**src/rtl/rtr_pkg.sv**
```systemverilog
package rtr_pkg;
   localparam int NP = 4;
   localparam int SW = $clog2(NP);

   typedef enum logic [1:0] {
      PT_LOC = 2'd0,
      PT_CW  = 2'd1,
      PT_CCW = 2'd2,
      PT_ACR = 2'd3
   } port_e;

   typedef enum logic [1:0] {
      PH_IDLE = 2'd0,
      PH_CNT  = 2'd1,
      PH_DATA = 2'd2
   } phase_e;
endpackage

```
**src/rtl/rtr_inbuf.sv**
```systemverilog
module rtr_inbuf #(
   parameter int FLIT_W = 16
) (
   input  logic              clk,
   input  logic              rst,
   input  logic              load,
   input  logic              take,
   input  logic [FLIT_W-1:0] din,
   output logic              full,
   output logic [FLIT_W-1:0] dout
);
   // one-place slot: refill only possible while empty, so take and load never collide
   always_ff @(posedge clk) begin
      if (rst) begin
         full <= 1'b0;
         dout <= '0;
      end else if (take) begin
         full <= 1'b0;
      end else if (load && !full) begin
         full <= 1'b1;
         dout <= din;
      end
   end
endmodule

```
**src/rtl/rtr_outport.sv**
```systemverilog
module rtr_outport
   import rtr_pkg::*;
#(
   parameter int FLIT_W = 16,
   parameter int CNT_W  = 8
) (
   input  logic                 clk,
   input  logic                 rst,
   input  logic [NP-1:0]        cand,
   input  logic [NP-1:0]        full,
   input  logic [NP*FLIT_W-1:0] bufs,
   input  logic                 ack,
   output logic                 rx,
   output logic [FLIT_W-1:0]    flit,
   output logic [NP-1:0]        take,
   output logic                 lock,
   output logic [SW-1:0]        owner
);
   phase_e            ph;
   logic [SW-1:0]     ptr;
   logic [SW-1:0]     own_q;
   logic [CNT_W-1:0]  rem;
   logic [SW-1:0]     win;
   logic [SW-1:0]     idx;
   logic [SW-1:0]     src;
   logic              hit;
   logic              go;

   // rotating search starting at the highest-priority index
   always_comb begin
      win = '0;
      hit = 1'b0;
      idx = '0;
      for (int k = 0; k < NP; k++) begin
         idx = ptr + SW'(k);
         if (!hit && cand[idx]) begin
            hit = 1'b1;
            win = idx;
         end
      end
   end

   assign lock  = (ph != PH_IDLE);
   assign owner = own_q;
   assign src   = lock ? own_q : win;
   assign rx    = lock ? full[own_q] : hit;
   assign flit  = bufs[src*FLIT_W +: FLIT_W];
   assign go    = rx && ack;
   assign take  = go ? (NP'(1) << src) : '0;

   always_ff @(posedge clk) begin
      if (rst) begin
         ph    <= PH_IDLE;
         ptr   <= SW'(PT_LOC);
         own_q <= '0;
         rem   <= '0;
      end else if (go) begin
         case (ph)
            PH_IDLE: begin
               ph    <= PH_CNT;
               own_q <= win;
               ptr   <= win + SW'(1);
            end
            PH_CNT: begin
               if (flit[CNT_W-1:0] == '0) begin
                  ph <= PH_IDLE;
               end else begin
                  ph  <= PH_DATA;
                  rem <= flit[CNT_W-1:0];
               end
            end
            PH_DATA: begin
               if (rem == CNT_W'(1)) ph <= PH_IDLE;
               rem <= rem - CNT_W'(1);
            end
            default: ph <= PH_IDLE;
         endcase
      end
   end
endmodule

```
**src/rtl/rtr_xfer_core.sv**
```systemverilog
module rtr_xfer_core
   import rtr_pkg::*;
#(
   parameter int FLIT_W = 16,
   parameter int CNT_W  = 8
) (
   input  logic                 clk,
   input  logic                 rst,
   input  logic [NP-1:0]        in_valid,
   input  logic [NP*FLIT_W-1:0] in_flit,
   output logic [NP-1:0]        in_ack,
   input  logic [NP*SW-1:0]     route_sel,
   output logic [NP-1:0]        out_rx,
   output logic [NP*FLIT_W-1:0] out_flit,
   input  logic [NP-1:0]        out_ack
);
   if (CNT_W < 1 || CNT_W > FLIT_W) begin : g_bad_cnt
      $error("CNT_W must lie between 1 and FLIT_W");
   end
   if (NP != (1 << SW)) begin : g_bad_np
      $error("port count must be a power of two");
   end

   logic [NP-1:0]        full;
   logic [NP*FLIT_W-1:0] bufs;
   logic [NP-1:0]        bound;
   logic [NP-1:0]        in_take;
   logic [NP-1:0]        out_lock;
   logic [SW-1:0]        own [NP];
   logic [NP-1:0]        cand_m [NP];
   logic [NP-1:0]        take_m [NP];

   // an input already owning an output must not compete with a new header
   always_comb begin
      for (int i = 0; i < NP; i++) begin
         bound[i] = 1'b0;
         for (int o = 0; o < NP; o++)
            bound[i] = bound[i] | (out_lock[o] && own[o] == SW'(i));
      end
      for (int o = 0; o < NP; o++)
         for (int i = 0; i < NP; i++)
            cand_m[o][i] = full[i] && !bound[i] && (route_sel[i*SW +: SW] == SW'(o));
   end

   always_comb begin
      for (int i = 0; i < NP; i++) begin
         in_take[i] = 1'b0;
         for (int o = 0; o < NP; o++)
            in_take[i] = in_take[i] | take_m[o][i];
      end
   end

   assign in_ack = ~full;

   for (genvar i = 0; i < NP; i++) begin : g_in
      rtr_inbuf #(.FLIT_W(FLIT_W)) i_buf (
         .clk  (clk),
         .rst  (rst),
         .load (in_valid[i]),
         .take (in_take[i]),
         .din  (in_flit[i*FLIT_W +: FLIT_W]),
         .full (full[i]),
         .dout (bufs[i*FLIT_W +: FLIT_W])
      );
   end

   for (genvar o = 0; o < NP; o++) begin : g_out
      rtr_outport #(.FLIT_W(FLIT_W), .CNT_W(CNT_W)) i_port (
         .clk   (clk),
         .rst   (rst),
         .cand  (cand_m[o]),
         .full  (full),
         .bufs  (bufs),
         .ack   (out_ack[o]),
         .rx    (out_rx[o]),
         .flit  (out_flit[o*FLIT_W +: FLIT_W]),
         .take  (take_m[o]),
         .lock  (out_lock[o]),
         .owner (own[o])
      );
   end
endmodule

```
**config.mk**
```make
export PLATFORM = sky130hd
export DESIGN_NAME = rtr_xfer_core
export DESIGN_NICKNAME = d
export VERILOG_FILES = /design/src/rtl/rtr_pkg.sv /design/src/rtl/rtr_inbuf.sv /design/src/rtl/rtr_outport.sv /design/src/rtl/rtr_xfer_core.sv
export SDC_FILE = /design/constraint.sdc
export NUM_CORES = 1
export LEC_CHECK = 0
export ABC_AREA = 1
export BUFFER_PORTS_ARGS = -buffer_cell sky130_fd_sc_hd__buf_2
export CORE_ASPECT_RATIO = 1.25
export CORE_MARGIN = 1
export CORE_UTILIZATION = 30
export DETAILED_ROUTE_END_ITERATION = 8
export PLACE_DENSITY = 0.45
export SYNTH_ARGS = -nofsm -noshare
export SYNTH_HDL_FRONTEND = slang
export SYNTH_SLANG_ARGS = --single-unit
```
**constraint.sdc**
```tcl
create_clock -name clk -period 3.45 [get_ports clk]
set_clock_uncertainty 0.1 [all_clocks]
set_input_delay 0.5175 -clock clk [delete_from_list [all_inputs] [get_ports clk]]
set_output_delay 0.5175 -clock clk [all_outputs]
set_load 0.02 [all_outputs]
```
# --- After elaboration in Yosys (flattened, before gate mapping) ---
# Index checks and enable logic that the tools add are counted.
# Widths: inputs -> output; s select.
word_totals:
  register_bits: 124
  out_inout_bits: 72
  word_cells: 369
classes:
  n_bitwise: 29
  mux: 104
  addsub: 20
  reduce_logical: 120
  shifts: 8
  eq_ne: 44
  order_cmp: 20
ops:
  columns: ["cell", "count"]
  rows:
  - ["$shiftx 64x7->16", 4]
  - ["$pmux 8 s2", 4]
  - ["$lt 2x3->1 const B", 20]
  - ["$logic_and 1x1->1", 56]
  - ["$mux 2", 28]
  - ["$bmux 1 s2", 20]
  - ["$eq 2x2->1 const B", 20]
  - ["$mux 1", 40]
  - ["$eq 8x1->1 const B", 4]
  - ["$logic_not 8->1", 4]
  - ["$mux 8", 4]
  - ["$sub 8x1->8 const B", 4]
  - ["$eq 2x1->1 const B", 12]
  - ["$logic_not 2->1", 12]
  - ["$or 1x1->1", 24]
  - ["$pmux 2 s3", 4]
  - ["$reduce_and 2->1", 12]
  - ["$logic_not 1->1", 20]
  - ["$add 2x1->2 const B", 8]
  - ["$add 2x2->2 const B", 8]
  - ["$mux 4", 4]
  - ["$reduce_bool 2->1", 8]
  - ["$shl 1x2->4 const A", 4]
  - ["$reduce_and 3->1", 4]
  - ["other kinds (5)", 17]

# --- Depth between registers and ports, before layout ---
depth:
  ltp_word: 28
  depth_mapped: 29
  depth_no_buf: 28

# --- Cells and area by module ---
# A second synthesis with hierarchy kept.
hier_totals:
  cells_unflattened: 1883
  area_unflattened_um2: 11268.3
by_module_without_submodules:
  columns: ["mod", "area_each_um2", "instances", "seq_area_each_um2", "cells_per_inst"]
  rows:
  - ["rtr_outport at g_out[0].i_port ...", 2021.9, 3, 280.3, 342]
  - ["rtr_inbuf", 713.2, 4, 340.3, 107]
  - ["rtr_outport at g_out[3].i_port", 1934.4, 1, 280.3, 340]
  - ["rtr_xfer_core", 415.4, 1, 0.0, 89]

# --- Least setup slack after synthesis ---
# No wires, ideal clock.
synth_path:
  path_type: "register to output"
  startpoint: "register g_out[3].i_port.ph[1]"
  endpoint: "output out_flit[13]"
  t_arrival_ns: 2.460
  slack_ns: 0.373
  t_required_ns: 2.832
  n_path_buf: 1
  path_stages_with_launch: 17
  cell_sequence: "dfxtp_1 -> nor2_4 -> nor2_2 -> nor2_4 -> nand4_1 -> nand2_1 -> nand2_1 -> nand2_1 -> a21oi_2 -> inv_1 -> nand2_1 -> nand3_1 -> nand2_1 -> buf_4 -> nor2_1 -> clkinv_1 -> o221ai_1"
synth_via:
  elab_chain_len: 20
  word_cells_on_any_way: 44
  cone_classes: "1 x shift; 16 x mux; 4 x bitwise; 23 x reduce/logical"
synth_rtl:
  columns: ["element", "line", "source"]
  rows:
  - ["from (decl)", "rtr_outport.sv:19", "phase_e ph;"]
  - ["from (signal assigned)", "rtr_outport.sv:53", "ph <= PH_IDLE;"]
  - ["from (signal assigned)", "rtr_outport.sv:60", "ph <= PH_CNT;"]
  - ["from (signal assigned)", "rtr_outport.sv:66", "ph <= PH_IDLE;"]
  - ["$reduce_bool 2->1 (*)", "rtr_outport.sv:43", "assign lock = (ph != PH_IDLE);"]
  - ["$logic_and 1x1->1", "rtr_xfer_core.sv:38", "bound[i] = bound[i] | (out_lock[o] && own[o] == SW'(i));"]
  - ["$or 1x1->1", "rtr_xfer_core.sv:38", null]
  - ["$logic_not 1->1", "rtr_xfer_core.sv:42", "cand_m[o][i] = full[i] && !bound[i] && (route_sel[i*SW +: SW] == SW'(o));"]
  - ["$logic_and 1x1->1 (2 in series)", "rtr_xfer_core.sv:42", null]
  - ["$bmux 1 s2", "rtr_outport.sv:36", "if (!hit && cand[idx]) begin"]
  - ["$mux 1 (implied by the code)", "rtr_outport.sv:36", null]
  - ["$mux 1", "rtr_outport.sv:36", null]
  - ["(+3 left out)", null, null]
  - ["$logic_not 1->1", "rtr_outport.sv:36", null]
  - ["$logic_and 1x1->1", "rtr_outport.sv:36", null]
  - ["$mux 1", "rtr_outport.sv:36", null]
  - ["$logic_not 1->1", "rtr_outport.sv:36", null]
  - ["$logic_and 1x1->1", "rtr_outport.sv:36", null]
  - ["$mux 2 (*)", "rtr_outport.sv:36", null]
  - ["$mux 2 (*)", "rtr_outport.sv:45", "assign src = lock ? own_q : win;"]
  - ["$shiftx 64x7->16 (*)", "rtr_outport.sv:47", "assign flit = bufs[src*FLIT_W +: FLIT_W];"]
  - ["to (decl)", "rtr_xfer_core.sv:14", "output logic [NP*FLIT_W-1:0] out_flit,"]
# Mark *: on every way between the ends. The rest lies on a longest branch, timed or not. The select of a mux whose other input is x is not followed.

# --- Worst setup path after layout ---
layout_path:
  startpoint: "register g_out[0].i_port.ph[1]"
  endpoint: "output out_flit[13]"
layout_via:
  elab_chain_len: 22
  word_cells_on_any_way: 52
  cone_classes: "1 x shift; 16 x mux; 12 x bitwise; 23 x reduce/logical"
layout_rtl:
  columns: ["element", "line"]
  rows:
  - ["from (decl)", "rtr_outport.sv:19"]
  - ["from (signal assigned)", "rtr_outport.sv:53"]
  - ["from (signal assigned)", "rtr_outport.sv:60"]
  - ["from (signal assigned)", "rtr_outport.sv:66"]
  - ["$reduce_bool 2->1 (*)", "rtr_outport.sv:43"]
  - ["$logic_and 1x1->1", "rtr_xfer_core.sv:38"]
  - ["$or 1x1->1 (3 in series)", "rtr_xfer_core.sv:38"]
  - ["$logic_not 1->1", "rtr_xfer_core.sv:42"]
  - ["$logic_and 1x1->1 (2 in series)", "rtr_xfer_core.sv:42"]
  - ["$bmux 1 s2", "rtr_outport.sv:36"]
  - ["$mux 1 (implied by the code)", "rtr_outport.sv:36"]
  - ["$mux 1", "rtr_outport.sv:36"]
  - ["(+3 left out)", null]
  - ["$logic_not 1->1", "rtr_outport.sv:36"]
  - ["$logic_and 1x1->1", "rtr_outport.sv:36"]
  - ["$mux 1", "rtr_outport.sv:36"]
  - ["$logic_not 1->1", "rtr_outport.sv:36"]
  - ["$logic_and 1x1->1", "rtr_outport.sv:36"]
  - ["$mux 2", "rtr_outport.sv:36"]
  - ["$mux 2 (*)", "rtr_outport.sv:45"]
  - ["$shiftx 64x7->16 (*)", "rtr_outport.sv:47"]
# Marks and branches as above.

==> summary.txt <==
WP data required - 2830 ps
average routed wire per standard cell - 17.8 µm
post-synthesis sequential area ratio - 0.260
max-slew violation count - 0
row cnt - 72
Starting Density - 0.306
status - finished with violations
internal reg-to-reg setup slack - -260 ps
Post-synth EDFFs - 0
Detail Route Antenna Nets - 0
clock buffer count from CTS - 17
# hold bufs at CTS - 0
Slew HR - 0.342
endpoints failing setup - 84
PortBufs - 153
CTS tree - yes
Layout area overhead - 62.0%
mean post-synth cell area - 6.07 µm²
Crit Path Max Fanout - 5
xor/xnor share of the synthesized area - 0.0147
WP data arrival - 3110 ps
drt first pass iters - 5
largest family of logic cells by synthesized area - simple AND/OR/NAND/NOR gates
fraction of layout cells with a size suffix above 1 - 0.443
Slew @ Worst Pin - 984 ps
Ports - 154
Detailed Route Iter0 Violations - 742
initial antenna violation count - 0
most common cell after layout, fill and taps aside - nand2_1
CP endpoint kind - primary output
vias in the first global route - 12,000
routed vias - 12,200
mux contribution to synthesized area - 0
Placer Congestion - 0.921
RSZ-0062 raised after global routing - true
r2r worst-path depth - 26
Final WS setup - -275 ps
area of the mapped netlist - 0.00955 mm²
top cells by area, synth - dfxtp_1, nand2_1, nor2_1
wire length after detailed routing - 41,900 µm
Die Span X - 162 µm
root buffer cell - clkbuf_16
Fmax - 0.268 GHz
final hold vios - 0
dpl ws - -226 ps
synthesized net count - 1,663
Final min period - 3730 ps
Synth cell types - 44
chip height - 201 µm
Tot GR Track Use - 0.255
compound-cell area share of the yosys netlist - 0.176
die area - 0.0326 mm²
Worst-path clk slew - 70 ps
Main synth FF type - dfxtp_1
Simple-Gate Fraction of Synth Area - 0.429
Synth Instances - 1,573
core region area - 0.0312 mm²
period utilisation layout - 1.08
GRT overflow - 0
hold_sp - in_flit[61]
first-pass GRT wire length - 64,800 µm
synthesis-stage register bit count - 124
Endpoint, Worst Hold - g_in[3].i_buf.dout[13]
area leader, netlist - dfxtp_1
DRC violations left - 0
largest net degree at the start of global routing - 45
hold path depth - 3
placed wire-length estimate - 29,500 µm
area share of the largest cell type after synthesis - 0.260
startpoint types - register
Synth async-reset ratio - 0
worst hold path type - in2reg
RR Endpoint - g_out[1].i_port.ptr[1]
Max clock buf depth - 2
synth warn - 0
nets - 2,022
most frequent cells in the layout - nand2_1, buf_4, nor2_1
H-tree depth - 4
max_cap viols - 0
CTS Sinks - 124
crit path kind - reg2out
Adder-Cell Fraction of Synth Area - 0.0105
worst r2r src - g_out[0].i_port.ph[1]
clk_lat worst skew - 430 ps
DR vias/cell - 5.19
diode count - 0
violated checks - negative setup slack
-- layout make-up --
class                   count  area, µm²
multi-input cells        1207       7740
well taps                 407        509
repair buffers            387       3310
inverters                 194        787
flip-flops and latches    124       2530
clock inverters            15        164
clock buffers              17        425
repair inverters            1       11.3
fillers                  3194      15700
-- worst max path at each step --
stage                           from                endpoint  slack [ps]
2_1_floorplan  g_out[3].i_port.ph[1]            out_flit[13]         370
3_3_place_gp            route_sel[7]            out_flit[25]        -200
3_5_place_dp   g_out[0].i_port.ph[1]  g_out[3].i_port.rem[7]        -230
4_1_cts        g_out[0].i_port.ph[1]            out_flit[41]        -290
5_1_grt        g_out[0].i_port.ph[1]            out_flit[13]        -450
6_report       g_out[0].i_port.ph[1]            out_flit[13]        -280
-- Yosys cell counts (7+ instances only) --
| library cell | number |
|---|---|
| a21oi_1 | 75 |
| a22oi_1 | 35 |
| buf_2 | 14 |
| clkbuf_1 | 26 |
| clkinv_1 | 27 |
| dfxtp_1 | 124 |
| ha_1 | 8 |
| inv_1 | 154 |
| inv_2 | 10 |
| nand2_1 | 412 |
| nand2_2 | 11 |
| nand3_1 | 103 |
| nand3_2 | 7 |
| nand3_4 | 7 |
| nand4_1 | 80 |
| nor2_1 | 223 |
| nor2_2 | 14 |
| nor2_4 | 14 |
| o21ai_0 | 109 |
| o221ai_1 | 33 |
| xor2_1 | 12 |
-- worst max-delay path, cell delays in order (launching register included) --
cell	delay, ps
dfxtp_4	360
nor2_4	180
nor2_2	80
nor2_4	180
nand4_1	210
nand2_2	160
nand2_2	70
nand2_2	90
buf_4	120
a21oi_4	40
inv_1	60
nand2_2	70
nand3_4	100
nand2_4	70
buf_6	150
nand2_4	60
inv_2	40
buf_6	130
a22oi_2	190
o221ai_4	150
buf_6	160
-- routing by layer --
layer / part of all wire / global-route usage / vias to the layer above
met4: 0.037 / 0.125 / 0
met2: 0.48 / 0.434 / 425
met3: 0.047 / 0.0324 / 91
li1: - / - / 5979
met1: 0.43 / 0.314 / 5704
met5: 0 / 0 / -
-- stage by stage --
step / util / std cells / setup TNS, ps / hold WS, ps / instance area, µm²
finish: 0.496 / 2352 / -12630 / 234 / 15500
global route: 0.496 / 2352 / -29210 / 240 / 15500
CTS: 0.471 / 2336 / -12420 / 221 / 14700
detailed placement: 0.373 / 2209 / -5980 / 390 / 11600
global placement: 0.373 / 2209 / -5430 / 386 / 11600
floorplan: - / 1573 / 0 / 365 / 9550
-- what timing repair did --
item	4_1_cts	5_1_grt
resized for setup	464	195
setup buffers	91	15
cloned	11	5
hold endpoints to repair	0	0
pin swaps	117	98
setup endpoints to repair	89	108
-- cells by family after synthesis --
group	Yosys count
and+or+nand+nor	893
DFF	124
xor gates and xnor gates	16
adders and majority gates	8
buffers and inverters	251
AOI/OAI and AO/OA	281
-- registers in the layout (all words and copies together), names as in the netlist --
signal              flops
g_out.i_port.ptr        8
g_out.i_port.rem       32
g_out.i_port.owner      8
g_in.i_buf.full         4
g_out.i_port.ph         8
g_in.i_buf.dout        64
Power is left out: the tool's default activity adds up to more than one toggle a clock period on the data nets, which glitch-free logic cannot reach.
